## src/rtl/router_pkg.sv

```systemverilog
package router_pkg;
    localparam int CH_IDX_W = 8;

    typedef struct packed {
        logic                en;
        logic [CH_IDX_W-1:0] idx;
    } route_cfg_t;
endpackage

```

## src/rtl/route_cfg_bank.sv

```systemverilog
module route_cfg_bank
    import router_pkg::*;
#(
    parameter int N  = 4,
    parameter int AW = 2
) (
    input  logic                clk,
    input  logic                rst_n,
    input  logic                we,
    input  logic [AW-1:0]       addr,
    input  logic                wr_en,
    input  logic [CH_IDX_W-1:0] wr_idx,
    output route_cfg_t [N-1:0]  cfg_o
);
    generate
        for (genvar k = 0; k < N; k++) begin : g_entry
            always_ff @(posedge clk or negedge rst_n) begin
                if (!rst_n) begin
                    cfg_o[k] <= '0;
                end else if (we && (int'(addr) == k)) begin
                    cfg_o[k].en  <= wr_en;
                    cfg_o[k].idx <= wr_idx;
                end
            end
        end
    endgenerate
endmodule

```

## src/rtl/publish_merge.sv

```systemverilog
module publish_merge
    import router_pkg::*;
#(
    parameter int N_EVT = 4,
    parameter int N_CH  = 32
) (
    input  logic [N_EVT-1:0]      evt,
    input  logic [N_EVT-1:0]      evt_sec,
    input  route_cfg_t [N_EVT-1:0] cfg,
    input  logic [N_CH-1:0]       chan_sec,
    input  logic [N_CH-1:0]       chan_en,
    output logic [N_CH-1:0]       chan_hit
);
    always_comb begin
        chan_hit = '0;
        for (int c = 0; c < N_CH; c++) begin
            for (int i = 0; i < N_EVT; i++) begin
                if (evt[i] && cfg[i].en && (cfg[i].idx == CH_IDX_W'(c))
                    && (evt_sec[i] || !chan_sec[c])) begin
                    chan_hit[c] = 1'b1;
                end
            end
        end
        chan_hit = chan_hit & chan_en;
    end
endmodule

```

## src/rtl/subscribe_fanout.sv

```systemverilog
module subscribe_fanout
    import router_pkg::*;
#(
    parameter int N_TSK = 4,
    parameter int N_CH  = 32
) (
    input  logic [N_CH-1:0]        chan_hit,
    input  logic [N_CH-1:0]        chan_sec,
    input  logic [N_TSK-1:0]       tsk_sec,
    input  route_cfg_t [N_TSK-1:0] cfg,
    output logic [N_TSK-1:0]       tsk_next
);
    always_comb begin
        tsk_next = '0;
        for (int j = 0; j < N_TSK; j++) begin
            for (int c = 0; c < N_CH; c++) begin
                if (cfg[j].en && (cfg[j].idx == CH_IDX_W'(c)) && chan_hit[c]
                    && (tsk_sec[j] || !chan_sec[c])) begin
                    tsk_next[j] = 1'b1;
                end
            end
        end
    end
endmodule

```

## src/rtl/event_router.sv

```systemverilog
module event_router
    import router_pkg::*;
#(
    parameter int N_EVT = 4,
    parameter int N_TSK = 4,
    parameter int N_CH  = 32,
    localparam int NMAX = (N_EVT > N_TSK) ? N_EVT : N_TSK,
    localparam int AW   = (NMAX > 1) ? $clog2(NMAX) : 1
) (
    input  logic                clk,
    input  logic                rst_n,
    input  logic                cfg_we,
    input  logic                cfg_is_sub,
    input  logic [AW-1:0]       cfg_addr,
    input  logic                cfg_en,
    input  logic [CH_IDX_W-1:0] cfg_chan,
    input  logic [N_CH-1:0]     chan_en,
    input  logic [N_CH-1:0]     chan_secure,
    input  logic [N_EVT-1:0]    evt_in,
    input  logic [N_EVT-1:0]    evt_secure,
    input  logic [N_TSK-1:0]    tsk_secure,
    output logic [N_TSK-1:0]    tsk_out
);
    route_cfg_t [N_EVT-1:0] pub_cfg;
    route_cfg_t [N_TSK-1:0] sub_cfg;
    logic [N_CH-1:0]        chan_hit;
    logic [N_TSK-1:0]       tsk_next;

    route_cfg_bank #(.N(N_EVT), .AW(AW)) u_pub_bank (
        .clk(clk), .rst_n(rst_n),
        .we(cfg_we && !cfg_is_sub), .addr(cfg_addr),
        .wr_en(cfg_en), .wr_idx(cfg_chan), .cfg_o(pub_cfg)
    );

    route_cfg_bank #(.N(N_TSK), .AW(AW)) u_sub_bank (
        .clk(clk), .rst_n(rst_n),
        .we(cfg_we && cfg_is_sub), .addr(cfg_addr),
        .wr_en(cfg_en), .wr_idx(cfg_chan), .cfg_o(sub_cfg)
    );

    publish_merge #(.N_EVT(N_EVT), .N_CH(N_CH)) u_merge (
        .evt(evt_in), .evt_sec(evt_secure), .cfg(pub_cfg),
        .chan_sec(chan_secure), .chan_en(chan_en), .chan_hit(chan_hit)
    );

    subscribe_fanout #(.N_TSK(N_TSK), .N_CH(N_CH)) u_fanout (
        .chan_hit(chan_hit), .chan_sec(chan_secure), .tsk_sec(tsk_secure),
        .cfg(sub_cfg), .tsk_next(tsk_next)
    );

    always_ff @(posedge clk or negedge rst_n) begin
        if (!rst_n) tsk_out <= '0;
        else        tsk_out <= tsk_next;
    end
endmodule

```

## config.mk

```make
export PLATFORM = sky130hd
export DESIGN_NAME = event_router
export DESIGN_NICKNAME = d
export VERILOG_FILES = /design/src/rtl/router_pkg.sv /design/src/rtl/route_cfg_bank.sv /design/src/rtl/publish_merge.sv /design/src/rtl/subscribe_fanout.sv /design/src/rtl/event_router.sv
export SDC_FILE = /design/constraint.sdc
export NUM_CORES = 1
export LEC_CHECK = 0
export ABC_AREA = 1
export BUFFER_PORTS_ARGS = -buffer_cell sky130_fd_sc_hd__buf_4
export CAP_MARGIN = 20
export CORE_ASPECT_RATIO = 1.2
export CORE_MARGIN = 2
export CORE_UTILIZATION = 28
export CTS_CLUSTER_DIAMETER = 200
export DETAILED_ROUTE_END_ITERATION = 8
export HOLD_SLACK_MARGIN = 0.02
export SYNTH_ARGS = -nofsm -noshare
export SYNTH_HDL_FRONTEND = slang
export SYNTH_SLANG_ARGS = --single-unit
export TNS_END_PERCENT = 1
```

## constraint.sdc

```tcl
create_clock -name clk -period 2.9 [get_ports clk]
set_clock_uncertainty 0.15 [all_clocks]
set_input_delay 0.58 -clock clk [delete_from_list [all_inputs] [get_ports clk]]
set_output_delay 0.58 -clock clk [all_outputs]
set_load 0.005 [all_outputs]
```

==> flow_summary.ini, run 1 <==
[cts]
clk_latency_ns = 0.36
hold_buffers = 0
cts_tree = yes
cts_buffers = 9
htree_num_levels = 3
postCtsSetupRepairBufs = 0
path_clk_slew_ns = 0.07
cts_sinks = 76
ctsLongestPathBuffers = 2
ctsRootBufferMaster = clkbuf_16
cts_resized = 0

[synth]
syn_inst = 1593
syn-num-nets = 1684
yosysTopAreaCell = dfrtp_1
ys_ff_latch = 76
yosys_warnings = 0
synthTopCellsByArea = dfrtp_1, nand2_1, nor2_1, nand3_1, o21ai_0
synth_top_area_share_pct = 21.9
synthesis.area_um2 = 8680
synth_cell_types = 28
syn_avg_cell_area_um2 = 5.45
seq_area_frac_synth_pct = 21.9

[timing]
fin_tns_setup_ns = 0
maxSlewViolCount = 0
worstMarginPinSlew_ns = 1.14
maxSlewHeadroom_pct = 24.0
hold_viol = 0
setup_viol = 0
fmax_ghz = 0.421
rsz0062_at_grt = false
post-route-period-util_pct = 81.8
fin_crit_ns = 2.37

[route]
dr_wl_met3_mm = 3.28
drt_iter0_markers = 1328
dr.pass1.iters = 6
dr_wl_met2_mm = 18.8
avgRoutedWirePerCell_um = 20.5
vias_per_cell = 5.43
drc_errors = 0
vias = 11200
top_layer_used = met4
wl_met1_mm = 16.6
postRouteAntennaNets = 0
routed_wl_mm = 42.3

[layout]
diodes = 0
area_growth_syn_to_layout_pct = 16.3
fin_nets = 1758
drive_gt1_share_pct = 9.87
final_common_cell = nand2_1
fill_cells = 3513
fin_area_um2 = 10100
final_util_pct = 33.1
mostFrequentLayoutCells = nand2_1, nor2_1, nand3_1

[worst_setup_path]
critPathMaxFanout = 19
r2r_start = u_pub_bank.cfg_o[17]$_DFFE_PN0P_
cp-start-kind = flip-flop
crit_start = u_pub_bank.cfg_o[17]$_DFFE_PN0P_
worst_ep_arrival_time_ns = 2.45
crit_type = flip-flop to flip-flop
cp-end-kind = flip-flop
critPathRequiredTime_ns = 2.98

[power_and_ir_drop]
seq_power_share_pct = 35.8
clockPowerShare_pct = 25.5
combinationalPowerShare_pct = 38.8
ir_drop_uv = 293
internal-power_mw = 2.33
power_density_nw_per_um2 = 427
switching_share_pct = 46.0
power_switching_mw = 1.98
static-leakage-power_nw = 4.61

[placed_design]
detailed_place_hpwl_mm = 34.8
placed_cell_area_um2 = 9820
place.gp.congestion = 0.993
io_buffers = 94

[floorplan]
die-height_um = 197
die_x_um = 165
die_area_um2 = 32400
start_util_pct = 28.5
num_rows = 70
core-area_um2 = 30500
io-pin-count = 95

[global_route]
grt_pass1_vias = 10500
gr-total-overflow = 0
grtUsageTotal_pct = 26.3
antenna_found_initial = 0
grt_pass1_wl_mm = 63.5
grt_max_degree = 42

[min_path]
min_path_type = input port to async pin

[status]
status = finished, final reports clean

[run]
drv_cap = 0
## cell usage after synthesis, drive strengths merged
master	n
nand2	401
nor2	364
nand3	220
inv	150
o21ai	119
dfrtp	76
o211ai	74
a21oi	60
nor3	39
clkbuf	31
buf	30
a211oi	9
a21boi	6
nand3b	6
nand4	3
nor4	2
clkinv	1
o2111ai	1
o21a	1
## cell type report
class                           count  area (um^2)  share of cell area (%)
Timing Repair Buffer              124          956                    9.46
Sequential cell                    76         1900                    18.8
Tap cell                          396          495                    4.90
Clock inverter                      6         47.5                   0.471
Clock buffer                       10          239                    2.37
Multi-Input combinational cell   1305         5890                    58.3
Inverter                          151          569                    5.64
## sequential cells by signal (all words and copies together), names as in the netlist
signal            flops
u_pub_bank.cfg_o     36
tsk_out               4
u_sub_bank.cfg_o     36
## per-stage QoR
step           power [mW]  hold WS, ns  setup WS (ns)  instances
2_1_floorplan        2.46        0.134           1.04       1593
3_3_place_gp         3.16        0.317          0.272       2052
3_5_place_dp         3.17        0.324          0.283       2052
4_1_cts              4.28       0.0500          0.594       2068
5_1_grt              4.58       0.0768          0.388       2068
6_report             4.32       0.0401          0.527       2068
## routing by layer
| metal | up-vias | global-route usage, % |
|---|---|---|
| met3 | 182 | 3.87 |
| met4 | 0 | 19.6 |
| met1 | 5053 | 32.7 |
| met5 | - | 0 |
| li1 | 5383 | - |
| met2 | 615 | 41.1 |
## critical path, cell delays in order (launching register included)
cell     delay, ns
dfrtp_1       0.39
nand2_2       0.30
buf_4         0.21
a21oi_1       0.04
nand2_1       0.06
nor2_1        0.04
nor2_1        0.13
nand2_1       0.16
nand3_1       0.10
nand2_1       0.05
nor2_1        0.17
nand2_1       0.10
nor2_1        0.23
nand3_1       0.11
## kinds of logic (layout without fill, tap and decap cells)
| group | Yosys count | after routing | synth area share [%] |
|---|---|---|---|
| flip-flops | 76 | 76 | 21.9 |
| AND/OR/NAND/NOR | 1035 | 1035 | 49.6 |
| buffers and inverters | 212 | 291 | 10.2 |
| AO/OA/AOI/OAI | 270 | 270 | 18.2 |
## power by group through the flow
stage,registers (mW),clock network (mW),logic (mW)
4_1_cts,1.53,1.12,1.63
3_3_place_gp,1.54,0,1.62
3_5_place_dp,1.54,0,1.62
6_report,1.54,1.10,1.67
5_1_grt,1.58,1.16,1.84
2_1_floorplan,1.41,0,1.04
## final timing paths
path                                                     to  slack (ns)  cells after the start
max                                    tsk_out[2]$_DFF_PN0_        0.53                     13
min                                    tsk_out[1]$_DFF_PN0_        0.04                      1
max reg2reg                            tsk_out[2]$_DFF_PN0_        0.53                     13
min reg2reg                u_sub_bank.cfg_o[16]$_DFFE_PN0P_        0.34                      2
max in group asynchronous  u_pub_bank.cfg_o[16]$_DFFE_PN0P_        1.93                      2
min in group clk           u_sub_bank.cfg_o[29]$_DFFE_PN0P_        0.30                      3
Note: power is estimated with default switching activity, not from simulation.
==> inputs of run 2 (changes only) <==
--- a/config.mk
+++ b/config.mk
@@ -5,7 +5,7 @@
 export SDC_FILE = /design/constraint.sdc
 export NUM_CORES = 1
 export LEC_CHECK = 0
-export ABC_AREA = 1
+export ABC_AREA = 0
 export BUFFER_PORTS_ARGS = -buffer_cell sky130_fd_sc_hd__buf_4
 export CAP_MARGIN = 20
 export CORE_ASPECT_RATIO = 1.2
==> constraint.sdc (replaced) <==
create_clock -name clk -period 2.5 [get_ports clk]
set_clock_uncertainty 0.15 [all_clocks]
set_input_delay 0.5 -clock clk [delete_from_list [all_inputs] [get_ports clk]]
set_output_delay 0.5 -clock clk [all_outputs]
set_load 0.005 [all_outputs]
==> flow_summary.ini, run 2 <==
[status]
status = finished, violations left
violations = negative setup slack

[timing]
fin_tns_setup_ns = -0.653
hold_ws_ns = 0.311
hold_viol = 0
worstMarginPinSlew_ns = 0.791
maxSlewHeadroom_pct = 46.9
fin_crit_ns = 2.72
rsz0062_at_grt = true
maxSlewViolCount = 0
setup_viol = 4
timing.final.ws_setup_ns = -0.216
post-route-period-util_pct = 109
fmax_ghz = 0.368

[placed_design]
io_buffers = 94
place_ws_ns = -0.355
detailed_place_hpwl_mm = 34.5
place.gp.congestion = 1.08

[layout]
mostFrequentLayoutCells = buf_4, o2111ai_1, dfrtp_1
diodes = 0
drive_gt1_share_pct = 43.2
fin_nets = 1251
final_common_cell = buf_4
area_growth_syn_to_layout_pct = 47.8
reg_top3 = u_pub_bank.cfg_o: 36 flops, u_sub_bank.cfg_o: 36 flops, tsk_out: 4 flops

[global_route]
gr-total-overflow = 0
grt_pass1_wl_mm = 61.8
grt_pass1_vias = 9673
grt_max_degree = 34
antenna_found_initial = 0
grtUsageTotal_pct = 30.5

[min_path]
min_path_type = input port to flip-flop
hold_path_depth = 2
hold_start = cfg_chan[6]
hold_end = u_sub_bank.cfg_o[15]$_DFFE_PN0P_

[worst_setup_path]
crit_type = flip-flop to flip-flop
r2r_setup_slack_ns = -0.22
cp_slowest_cell = a2111oi_0
worst_ep_arrival_time_ns = 2.84
rr_worst_depth = 7
critPathRequiredTime_ns = 2.62
cpPeakStageDelay_ns = 0.67
cp-end-kind = flip-flop
r2r_start = u_pub_bank.cfg_o[4]$_DFFE_PN0P_
critPathMaxFanout = 4
crit_path_frequent_cell = or4_4
r2r-end = tsk_out[3]$_DFF_PN0_
cp-start-kind = flip-flop
cp_cell_sequence = or4_4 > a2111oi_0 > or4_4 > nand4_1 > o211ai_1 > nor4_1 > o2111ai_1

[synth]
synth.most_common_cell = o2111ai_1
ys_async_sr_fraction_pct = 100
syn_inst = 860
ys_ff_latch = 76
synth_top_area_share_pct = 25.9
yosys-top-cells-count = o2111ai_1, dfrtp_1, mux2_2
synthesis.area_um2 = 7340
syn-num-nets = 951
synth_edf_count = 0
yosysTopAreaCell = dfrtp_1
synthTopCellsByArea = dfrtp_1, o2111ai_1, mux2_2, nand4_1, a21oi_1
syn_avg_cell_area_um2 = 8.53
yosys_warnings = 0
seq_area_frac_synth_pct = 25.9
synth_cell_types = 68
synth_ff_type = dfrtp_1

[floorplan]
start_util_pct = 28.6
die_area_um2 = 27500
die-height_um = 181
core-area_um2 = 25600
io-pin-count = 95
die_x_um = 152
num_rows = 64

[power_and_ir_drop]
seq_power_share_pct = 32.1
p_total_mw = 5.65
combinationalPowerShare_pct = 45.7
clockPowerShare_pct = 22.2
internal-power_mw = 3.31
static-leakage-power_nw = 4.29
switching_share_pct = 41.3
power_density_nw_per_um2 = 521
power_switching_mw = 2.33
ir_drop_uv = 370

[route]
vias_per_cell = 6.58
dr.pass1.iters = 7
vias = 9836
drt_iter0_markers = 1274
avgRoutedWirePerCell_um = 28.3
postRouteAntennaNets = 0
drc_errors = 0
routed_wl_mm = 42.4

[cts]
ctsLongestPathBuffers = 2
clk_latency_ns = 0.34
cts_sinks = 76
cts_tree = yes
ctsRootBufferMaster = clkbuf_16
path_clk_slew_ns = 0.08
htree_num_levels = 3
cts_buffers = 9

[run]
drv_cap = 0
[run 2: cell types whose count changed in the layout (fill, tap and decap cells not counted), sizes merged, moves of 24 or more]
| cell | before | now |
|---|---|---|
| o2111ai | 1 | 108 |
| nand2 | 401 | 38 |
| nor3 | 39 | 11 |
| mux2 | 0 | 72 |
| a2111oi | 0 | 41 |
| buf | 124 | 340 |
| nand3 | 220 | 16 |
| nand4 | 3 | 70 |
| o211ai | 74 | 9 |
| inv | 152 | 42 |
| nor2 | 364 | 35 |
| nand2b | 0 | 24 |
| o21ai | 119 | 29 |
[run 2: worst max-delay path by stage]
stage / slack, ns / from / cells after the start / to
6_report: -0.22 / u_pub_bank.cfg_o[4]$_DFFE_PN0P_ / 7 / tsk_out[3]$_DFF_PN0_
5_1_grt: -0.27 / u_pub_bank.cfg_o[4]$_DFFE_PN0P_ / 9 / tsk_out[0]$_DFF_PN0_
4_1_cts: -0.09 / u_pub_bank.cfg_o[13]$_DFFE_PN0P_ / 9 / tsk_out[0]$_DFF_PN0_
3_5_place_dp: -0.36 / evt_in[2] / 9 / tsk_out[2]$_DFF_PN0_
3_3_place_gp: -0.39 / u_pub_bank.cfg_o[4]$_DFFE_PN0P_ / 8 / tsk_out[2]$_DFF_PN0_
2_1_floorplan: -0.004 / evt_secure[0] / 8 / tsk_out[2]$_DFF_PN0_
[run 2: cell families after synthesis]
family | synth area share (%)
buf+inv | 4.96
flops | 25.9
compound gates | 32.5
simple gates | 25.5
mux | 11.0
[run 2: layer usage]
| metal | track usage (%) | wire length (um) | vias up |
|---|---|---|---|
| met3 | 4.80 | 4070 | 192 |
| met4 | 20.1 | 3290 | 0 |
| li1 | - | - | 4230 |
| met2 | 47.4 | 18900 | 720 |
| met5 | 0 | 0 | - |
| met1 | 38.7 | 16100 | 4694 |
[run 2: stage by stage]
step,cell area (um^2),utilization (%),cells
final,10800,42.3,1495
after global routing,10800,42.3,1495
after CTS,10800,42.0,1494
after detailed placement,10200,39.8,1469
after global placement,10200,39.8,1469
after floorplan,7360,-,860
[run 2: cell type report]
type                    count  area [um^2]
fillers                  2614        14800
well taps                 330          413
clock inverters             7         57.6
multi-input cells         692         5400
repair buffers            341         2690
inverters                  40          153
flip-flops and latches     76         1910
clock buffers               9          225
[run 2: power groups by stage]
stage / logic [mW] / registers (mW) / clock network, mW
finish: 2.58 / 1.81 / 1.25
CTS: 2.47 / 1.79 / 1.28
global route: 2.70 / 1.85 / 1.32
detailed placement: 2.34 / 1.81 / 0
floorplan: 1.04 / 1.73 / 0
global placement: 2.34 / 1.80 / 0
[run 2: timing repair]
item	in CTS	in global routing
endpoints found under the setup margin	4	4
pin swaps	24	6
endpoints found under the hold margin	28	0
gates resized for setup	66	13
buffers inserted	8	1
gates cloned	0	0
hold buffers	1	0
[run 2: critical path: cells and delay by family, from the launching register on]
kind | cells | cell delay, ns
and+or+nand+nor | 4 | 1.16
DFF | 1 | 0.40
AOI/OAI and AO/OA | 3 | 0.94
==> inputs of run 3 (changes only) <==
--- a/config.mk
+++ b/config.mk
@@ -9,7 +9,7 @@
 export BUFFER_PORTS_ARGS = -buffer_cell sky130_fd_sc_hd__buf_4
 export CAP_MARGIN = 20
 export CORE_ASPECT_RATIO = 1.2
-export CORE_MARGIN = 2
+export CORE_MARGIN = 5
 export CORE_UTILIZATION = 28
 export CTS_CLUSTER_DIAMETER = 200
 export DETAILED_ROUTE_END_ITERATION = 8
==> flow_summary.ini, run 3 (same netlist as run 2, synthesis figures left out) <==
[cts]
htree_num_levels = 3
path_clk_slew_ns = 0.07
cts_buffers = 9
ctsLongestPathBuffers = 2
clk_latency_ns = 0.35
cts_sinks = 76
cts_tree = yes
ctsRootBufferMaster = clkbuf_16

[layout]
stdcell_count = 1510
diodes = 0
final_common_cell = buf_4
area_growth_syn_to_layout_pct = 52.2
mostFrequentLayoutCells = buf_4, o2111ai_1, mux2_2, dfrtp_1, nand4_1
reg_top3 = u_pub_bank.cfg_o: 36 flops, u_sub_bank.cfg_o: 36 flops, tsk_out: 4 flops
fill_cells = 2667
fin_nets = 1261
drive_gt1_share_pct = 46.0

[floorplan]
die-height_um = 187
io-pin-count = 95
core-area_um2 = 26100
die_area_um2 = 29600
start_util_pct = 28.1
die_x_um = 158
num_rows = 65

[worst_setup_path]
crit_type = flip-flop to flip-flop
path_depth = 9
cp_cell_sequence = buf_4 > nor4bb_1 > buf_4 > o2111a_1 > o21ai_0 > o41ai_1 > nor4_2 > buf_4 > o2111ai_2
rr_worst_depth = 9
cpPeakStageDelay_ns = 0.46
critPathMaxFanout = 6
crit_path_frequent_cell = buf_4
worst_ep_arrival_time_ns = 2.85
cp_slowest_cell = o41ai_1
cp-end-kind = flip-flop
critPathBufInv = 3
cp-start-kind = flip-flop
critPathTopFamily = compound AO/OA/AOI/OAI gates
critPathRequiredTime_ns = 2.62

[placed_design]
place_ws_ns = -0.681
io_buffers = 94
dp_cells = 1481
place.gp.congestion = 1.05
detailed_place_hpwl_mm = 37.1

[timing]
post-route-period-util_pct = 109
fin_tns_setup_ns = -0.767
worstMarginPinSlew_ns = 0.800
maxSlewHeadroom_pct = 46.6
fmax_ghz = 0.366
fin_crit_ns = 2.73
hold_viol = 0
maxSlewViolCount = 0
setup_viol = 4
timing.final.ws_setup_ns = -0.232
rsz0062_at_grt = true

[global_route]
grtUsageTotal_pct = 29.8
grt_pass1_vias = 9638
gr-total-overflow = 0
grt_pass1_wl_mm = 65.1
grt_max_degree = 44
antenna_found_initial = 0

[route]
postRouteAntennaNets = 0
vias = 9814
drc_errors = 0
dr.pass1.iters = 5
avgRoutedWirePerCell_um = 30.0
vias_per_cell = 6.50
drt_iter0_markers = 1084
routed_wl_mm = 45.3

[power_and_ir_drop]
ir_drop_uv = 446
p_total_mw = 5.89
power_density_nw_per_um2 = 527
static-leakage-power_nw = 4.36

[status]
violations = negative setup slack
status = finished, violations left

[min_path]
hold_path_depth = 2
min_path_type = input port to flip-flop

[run]
drv_cap = 0
## run 3: cell types whose count changed in the layout (fill, tap and decap cells not counted), moves of 3 or more
cell,previous run,this run
a2111oi_1,8,4
a2111oi_2,16,12
a2111oi_4,2,9
nor4_2,4,7
buf_4,326,338
nand2_2,1,4
nor4_1,13,10
## run 3: final timing paths
path / from / end / slack (ns)
max: u_pub_bank.cfg_o[29]$_DFFE_PN0P_ / tsk_out[1]$_DFF_PN0_ / -0.23
min: cfg_chan[6] / u_sub_bank.cfg_o[33]$_DFFE_PN0P_ / 0.32
max reg2reg: u_pub_bank.cfg_o[29]$_DFFE_PN0P_ / tsk_out[1]$_DFF_PN0_ / -0.23
min reg2reg: u_sub_bank.cfg_o[17]$_DFFE_PN0P_ / u_sub_bank.cfg_o[17]$_DFFE_PN0P_ / 0.35
max in group asynchronous: rst_n / u_sub_bank.cfg_o[2]$_DFFE_PN0P_ / 1.05
min in group asynchronous: rst_n / u_pub_bank.cfg_o[2]$_DFFE_PN0P_ / 0.53
## run 3: through the flow
stage          instance area, um^2  hold WS, ns  utilization (%)
2_1_floorplan                 7360       0.0544                -
3_3_place_gp                 10200        0.333             39.1
3_5_place_dp                 10200        0.341             39.1
4_1_cts                      10800        0.323             41.3
5_1_grt                      11200        0.327             42.8
6_report                     11200        0.320             42.8
## run 3: layout make-up
cell class / instances / area (um^2) / area share (%)
well taps: 335 / 419 / 3.75
multi-input cells: 692 / 5640 / 50.5
flip-flops and latches: 76 / 1910 / 17.1
repair buffers: 351 / 2740 / 24.6
clock buffers: 11 / 253 / 2.26
inverters: 40 / 153 / 1.37
clock inverters: 5 / 57.6 / 0.515
## run 3: report_power, final
part	internal, mW	total [mW]	switching (mW)	leakage, nW
Sequential	1.49	1.78	0.291	0.916
Combinational	1.17	2.73	1.55	3.29
Clock	0.830	1.38	0.550	0.156
Total	3.49	5.89	2.39	4.36
## run 3: repair_timing
action,4_1_cts,5_1_grt
endpoints found under the hold margin,24,0
gates resized for setup,48,68
buffers inserted,5,9
hold buffers,1,0
setup endpoints to repair,4,4
pin swaps,16,33
## run 3: layer usage
metal	track usage, %	vias up	share of wire, %
li1	-	4261	-
met1	39.2	4748	40
met2	46.6	633	45
met3	4.40	172	7.7
met4	16.5	0	6.8
met5	0	-	0
